<file path="config.mk">
export PLATFORM = sky130hd
export DESIGN_NAME = pn_pattern_gen
export DESIGN_NICKNAME = d
export VERILOG_FILES = /design/src/rtl/pn_pkg.sv /design/src/rtl/pn_rst_sync.sv /design/src/rtl/pn_lfsr.sv /design/src/rtl/pn_ctrl.sv /design/src/rtl/pn_pattern_gen.sv
export SDC_FILE = /design/constraint.sdc
export NUM_CORES = 1
export LEC_CHECK = 0
export BUFFER_PORTS_ARGS = -buffer_cell sky130_fd_sc_hd__clkbuf_2
export CORE_ASPECT_RATIO = 0.8
export CORE_UTILIZATION = 50
export CTS_BUF_LIST = sky130_fd_sc_hd__clkbuf_4
export DETAILED_ROUTE_END_ITERATION = 8
export HOLD_SLACK_MARGIN = 0.03
export PLACE_DENSITY_LB_ADDON = 0.1
export SLEW_MARGIN = 10
export SYNTH_ARGS = -nofsm -noshare
export SYNTH_HDL_FRONTEND = slang
export SYNTH_SLANG_ARGS = --single-unit
</file>
<file path="constraint.sdc">
create_clock -name clk -period 1.1 [get_ports clk]
set_input_delay 0 -clock clk [delete_from_list [all_inputs] [get_ports clk]]
set_output_delay 0 -clock clk [all_outputs]
set_load 0.02 [all_outputs]
</file>
<file path="src/rtl/pn_pkg.sv">
package pn_pkg;
  // Register length and lower feedback exponent of each sequence
  localparam int SHORT_LEN = 9;
  localparam int SHORT_TAP = 5;
  localparam int LONG_LEN  = 23;
  localparam int LONG_TAP  = 18;

  // Fixed starting states
  localparam logic [SHORT_LEN-1:0] SHORT_SEED = 9'h0DF;
  localparam logic [LONG_LEN-1:0]  LONG_SEED  = 23'h29B80A;

  typedef enum logic {
    PN_SHORT = 1'b0,
    PN_LONG  = 1'b1
  } pn_sel_e;
endpackage

</file>
<file path="src/rtl/pn_rst_sync.sv">
module pn_rst_sync #(
  parameter int STAGES = 2
) (
  input  logic clk,
  input  logic rst_n,
  output logic rst_n_sync
);
  logic [STAGES-1:0] chain_q;

  always_ff @(posedge clk or negedge rst_n) begin
    if (!rst_n) begin
      chain_q <= '0;
    end else begin
      chain_q <= {chain_q[STAGES-2:0], 1'b1};
    end
  end

  assign rst_n_sync = chain_q[STAGES-1];
endmodule

</file>
<file path="src/rtl/pn_lfsr.sv">
module pn_lfsr #(
  parameter int               LEN  = 9,
  parameter int               TAP  = 5,
  parameter logic [LEN-1:0]   SEED = '1
) (
  input  logic           clk,
  input  logic           rst_n,
  input  logic           load,
  input  logic           step,
  output logic [LEN-1:0] state
);
  localparam int MSB    = LEN - 1;
  localparam int TAP_IX = TAP - 1;

  logic [LEN-1:0] state_q;
  logic [LEN-1:0] state_d;
  logic           feedback;

  // Fibonacci form: the oldest bit leaves at the top, feedback enters at bit 0
  assign feedback = state_q[MSB] ^ state_q[TAP_IX];

  always_comb begin
    state_d = state_q;
    if (load) begin
      state_d = SEED;
    end else if (step) begin
      state_d = {state_q[MSB-1:0], feedback};
    end
  end

  always_ff @(posedge clk or negedge rst_n) begin
    if (!rst_n) begin
      state_q <= SEED;
    end else if (load || step) begin
      state_q <= state_d;
    end
  end

  assign state = state_q;
endmodule

</file>
<file path="src/rtl/pn_ctrl.sv">
module pn_ctrl
  import pn_pkg::*;
(
  input  logic clk,
  input  logic rst_n,
  input  logic sel_long,
  input  logic adv,
  input  logic restart,
  output logic sel_q,
  output logic load_short,
  output logic step_short,
  output logic load_long,
  output logic step_long
);
  pn_sel_e sel_cur;
  pn_sel_e sel_prev_q;
  logic    sel_flip;
  logic    reload;

  assign sel_cur  = pn_sel_e'(sel_long);
  assign sel_flip = (sel_cur != sel_prev_q);
  assign reload   = restart | sel_flip;

  always_comb begin
    load_short = 1'b0;
    step_short = 1'b0;
    load_long  = 1'b0;
    step_long  = 1'b0;
    if (sel_cur == PN_LONG) begin
      load_long = reload;
      step_long = adv & ~reload;
    end else begin
      load_short = reload;
      step_short = adv & ~reload;
    end
  end

  always_ff @(posedge clk or negedge rst_n) begin
    if (!rst_n) begin
      sel_prev_q <= PN_SHORT;
    end else begin
      sel_prev_q <= sel_cur;
    end
  end

  assign sel_q = (sel_prev_q == PN_LONG);
endmodule

</file>
<file path="src/rtl/pn_pattern_gen.sv">
module pn_pattern_gen
  import pn_pkg::*;
(
  input  logic clk,
  input  logic rst_n,
  input  logic sel_long,
  input  logic adv,
  input  logic restart,
  output logic bit_out
);
  logic                 rst_n_sync;
  logic                 sel_q;
  logic                 load_short;
  logic                 step_short;
  logic                 load_long;
  logic                 step_long;
  logic [SHORT_LEN-1:0] short_state;
  logic [LONG_LEN-1:0]  long_state;
  logic                 conv_bit;

  pn_rst_sync #(.STAGES(2)) u_rst_sync (
    .clk        (clk),
    .rst_n      (rst_n),
    .rst_n_sync (rst_n_sync)
  );

  pn_ctrl u_ctrl (
    .clk        (clk),
    .rst_n      (rst_n_sync),
    .sel_long   (sel_long),
    .adv        (adv),
    .restart    (restart),
    .sel_q      (sel_q),
    .load_short (load_short),
    .step_short (step_short),
    .load_long  (load_long),
    .step_long  (step_long)
  );

  pn_lfsr #(.LEN(SHORT_LEN), .TAP(SHORT_TAP), .SEED(SHORT_SEED)) u_short (
    .clk   (clk),
    .rst_n (rst_n_sync),
    .load  (load_short),
    .step  (step_short),
    .state (short_state)
  );

  pn_lfsr #(.LEN(LONG_LEN), .TAP(LONG_TAP), .SEED(LONG_SEED)) u_long (
    .clk   (clk),
    .rst_n (rst_n_sync),
    .load  (load_long),
    .step  (step_long),
    .state (long_state)
  );

  assign conv_bit = sel_long ? long_state[LONG_LEN-1] : short_state[SHORT_LEN-1];
  assign bit_out  = ~conv_bit;
endmodule

</file>
==> results by group <==
Setup path
  • Worst R2R Setup Slack: -0.15 ns
  • Start of the worst register-to-register path: u_ctrl.sel_q$_DFF_PN0_
  • WP data required: 1.34 ns
  • CP top delay family: simple AND/OR/NAND/NOR gates
  • Critical-path cell list: or4b_4 > nand2_1 > a21boi_1
  • FF-to-FF path depth: 3
  • CP endpoint kind: flop
  • Max stage delay on crit path: 0.55 ns
  • Worst setup path class: flop to flop
  • CP Max Fanout: 5
  • Crit path DAT: 1.50 ns
  • Slowest cell on crit path: or4b_4
  • RR Endpoint: u_short.state[5]$_DFFE_PN0P_
  • Worst setup SP type: flop
  • Buf/Inv on CP: 0

Synthesis
  • Post-synth top area share: 0.3327
  • Yosys reg bits: 35
  • Post-Synthesis Cells: 131
  • Post-synth cell types: 25
  • EDFF count, synth: 0
  • Top post-synthesis cells by count: nand2_1 (43), dfrtp_1 (19), dfstp_2 (16), nand3_1 (16), a22o_1 (9)
  • Post-synth ARST share: 1.000
  • Synthesized area per cell: 10.91 um2
  • Yosys warns: 0
  • Seq/Total Area, Yosys: 0.6270
  • Top cell type by total area after synthesis: dfrtp_1
  • Cell with the most instances after synthesis: nand2_1
  • Netlist Area Pre-Place: 0.001429 mm2
  • Post-synth net total: 136
  • Ys flop type: dfrtp_1
  • Top cells by area, synth: dfrtp_1 (33%), dfstp_2 (29%), nand2_1 (11%)

Cells and area
  • Antenna diode count: 0
  • Cell area after layout: 0.001821 mm2
  • # nets final: 159
  • Synth-to-Final Area Change: 27.41%
  • Layout Cells excl Fill: 191
  • Final Util: 0.7049
  • Fraction of layout cells with a size suffix above 1: 0.4387

Run status
  • Status: complete, but fails checks
  • Failing checks: setup timing

Floorplanning
  • Die Wd: 61.77 um
  • Starting Density: 0.5533
  • Die area: 0.003077 mm2
  • Core Box Area: 0.002582 mm2
  • Die H: 49.82 um
  • Core Rows: 16
  • I/O pins: 6

Place
  • Port bufs: 5
  • DP HPWL: 1593 um
  • Placer Congestion: 0.7897
  • DP Area: 0.001579 mm2
  • # placed instances: 175
  • Dpl ws: -0.1430 ns

CTS
  • Clk pin slew, worst setup/hold paths: 0.11 ns
  • H-tree levels: 2
  • CTS Buf Count: 5
  • CTS tree: built
  • Worst skew pair latency: 0.34 ns
  • # clock sinks: 35
  • Clk buf depth: 2
  • Root buf cell: clkbuf_4

Global routing
  • Initial antenna violation count: 0
  • First-pass GRT wire length: 4878 um
  • Grt total ovfl: 0
  • Pin count of the biggest net entering global routing: 34
  • GR Util All Layers: 0.2276
  • Vias in the first global route: 1042

Worst hold path
  • WHS Path Cells: 3
  • Hold Startpoint: sel_long
  • WHS Endpoint: u_short.state[0]$_DFFE_PN1P_
  • HP Class: input pin to flop

Route
  • Antenna Nets Post-Route: 0
  • Via-to-Cell Ratio: 5.366
  • Vias: 1025
  • Drt total wl: 2771 um
  • Routed WL per cell: 14.51 um
  • DR iter-0 viols: 58
  • DRC: 0
  • Drt first pass iters: 4

Timing
  • Crit path time final: 1.252 ns
  • Unrepaired setup endpoints after global routing: true
  • Hold Vio Cnt, Final: 0
  • Fin. max-slew vios: 0
  • Setup Viol. Count Final: 23
  • Fin crit share: 1.138
  • Fmax: 798.5 MHz
  • Final WS setup: -0.1523 ns
  • Setup Skew: 0.01135 ns
  • Hold_ws: 0.08942 ns
  • Setup TNS: -2.204 ns

Pwr
  • Cell leakage power: 0.8242 nW
  • Worst VDD drop: 1.154 mV
  • Power after layout: 2.588 mW
  • Power per cell area: 1422 mW/mm2

Job
  • # Max-Cap Violations: 0
-- worst reg2reg max path: cells and delay by family (launching register included) --
family	cells	cell delay, ns
simple gates	2	0.65
flops	1	0.46
compound gates	1	0.06
-- per-layer routing --
metal,routed length [um],global-route usage,vias up
met5,0,0,-
met4,65,0.1185,0
met2,1266,0.3172,13
met1,1358,0.3140,510
met3,81,0.07349,6
li1,-,-,496
-- cell type report --
| type | count | area [um2] |
|---|---|---|
| flip-flops and latches | 35 | 897.1 |
| fillers | 179 | 762.0 |
| clock buffers | 5 | 37.54 |
| well taps | 36 | 45.04 |
| repair buffers | 22 | 219.0 |
| multi-input cells | 89 | 576.8 |
| inverters | 1 | 6.256 |
| clock inverters | 3 | 38.79 |
-- logic make-up (layout without fill, tap and decap cells) --
family | Yosys count | after routing | share of synthesized area
compound gates | 20 | 20 | 0.1112
xor+xnor | 2 | 2 | 0.01226
buf+inv | 8 | 31 | 0.03502
flops | 35 | 35 | 0.6270
mux | 1 | 1 | 0.007006
other cells | 1 | 1 | 0.002624
simple gates | 64 | 65 | 0.2049
-- worst max path at each step --
stage,from,end,slack (ns),depth (start not counted)
2_1_floorplan,u_ctrl.sel_q$_DFF_PN0_,u_short.state[0]$_DFFE_PN1P_,-0.18,4
3_3_place_gp,u_ctrl.sel_q$_DFF_PN0_,u_short.state[8]$_DFFE_PN0P_,-0.11,3
3_5_place_dp,u_ctrl.sel_q$_DFF_PN0_,u_short.state[0]$_DFFE_PN1P_,-0.14,3
4_1_cts,u_ctrl.sel_q$_DFF_PN0_,u_short.state[0]$_DFFE_PN1P_,-0.14,3
5_1_grt,u_ctrl.sel_q$_DFF_PN0_,u_short.state[6]$_DFFE_PN1P_,-0.19,3
6_report,u_ctrl.sel_q$_DFF_PN0_,u_short.state[5]$_DFFE_PN0P_,-0.15,3
-- power by group --
part	switching, mW	leakage, nW	total, mW	internal (mW)
clock network	0.421	0.0426	0.889	0.467
logic	0.149	0.359	0.281	0.132
registers	0.0429	0.422	1.42	1.38
total	0.613	0.824	2.59	1.97
-- sequential cells by signal, indices dropped and copies added (netlist names) --
signal	count
u_ctrl.sel_q	1
u_long.state	23
u_rst_sync.chain_q	2
u_short.state	9
-- repair_timing --
item / 4_1_cts / 5_1_grt
gates resized for setup: 13 / 17
endpoints found under the hold margin: 3 / 0
setup buffers: 4 / 0
endpoints found under the setup margin: 28 / 33
pin swaps: 6 / 3
hold buffers: 3 / 0
gates cloned: 1 / 0
-- placed cells by master (no fill, tap or decap), types with 2 or more instances in the layout --
cell type,netlist,routed
a21oi_2,0,2
buf_6,2,5
buf_4,0,7
clkbuf_2,0,4
nand2_2,0,11
dfrtp_1,19,18
nand3_2,0,4
dfstp_2,16,16
nand2_1,43,32
xnor2_1,2,2
dlygate4sd3_1,0,3
clkbuf_4,0,5
nand3_1,16,12
or4b_4,1,2
a21oi_1,4,2
buf_12,0,3
a22o_1,9,9
Note: power is estimated with default switching activity, not from simulation.
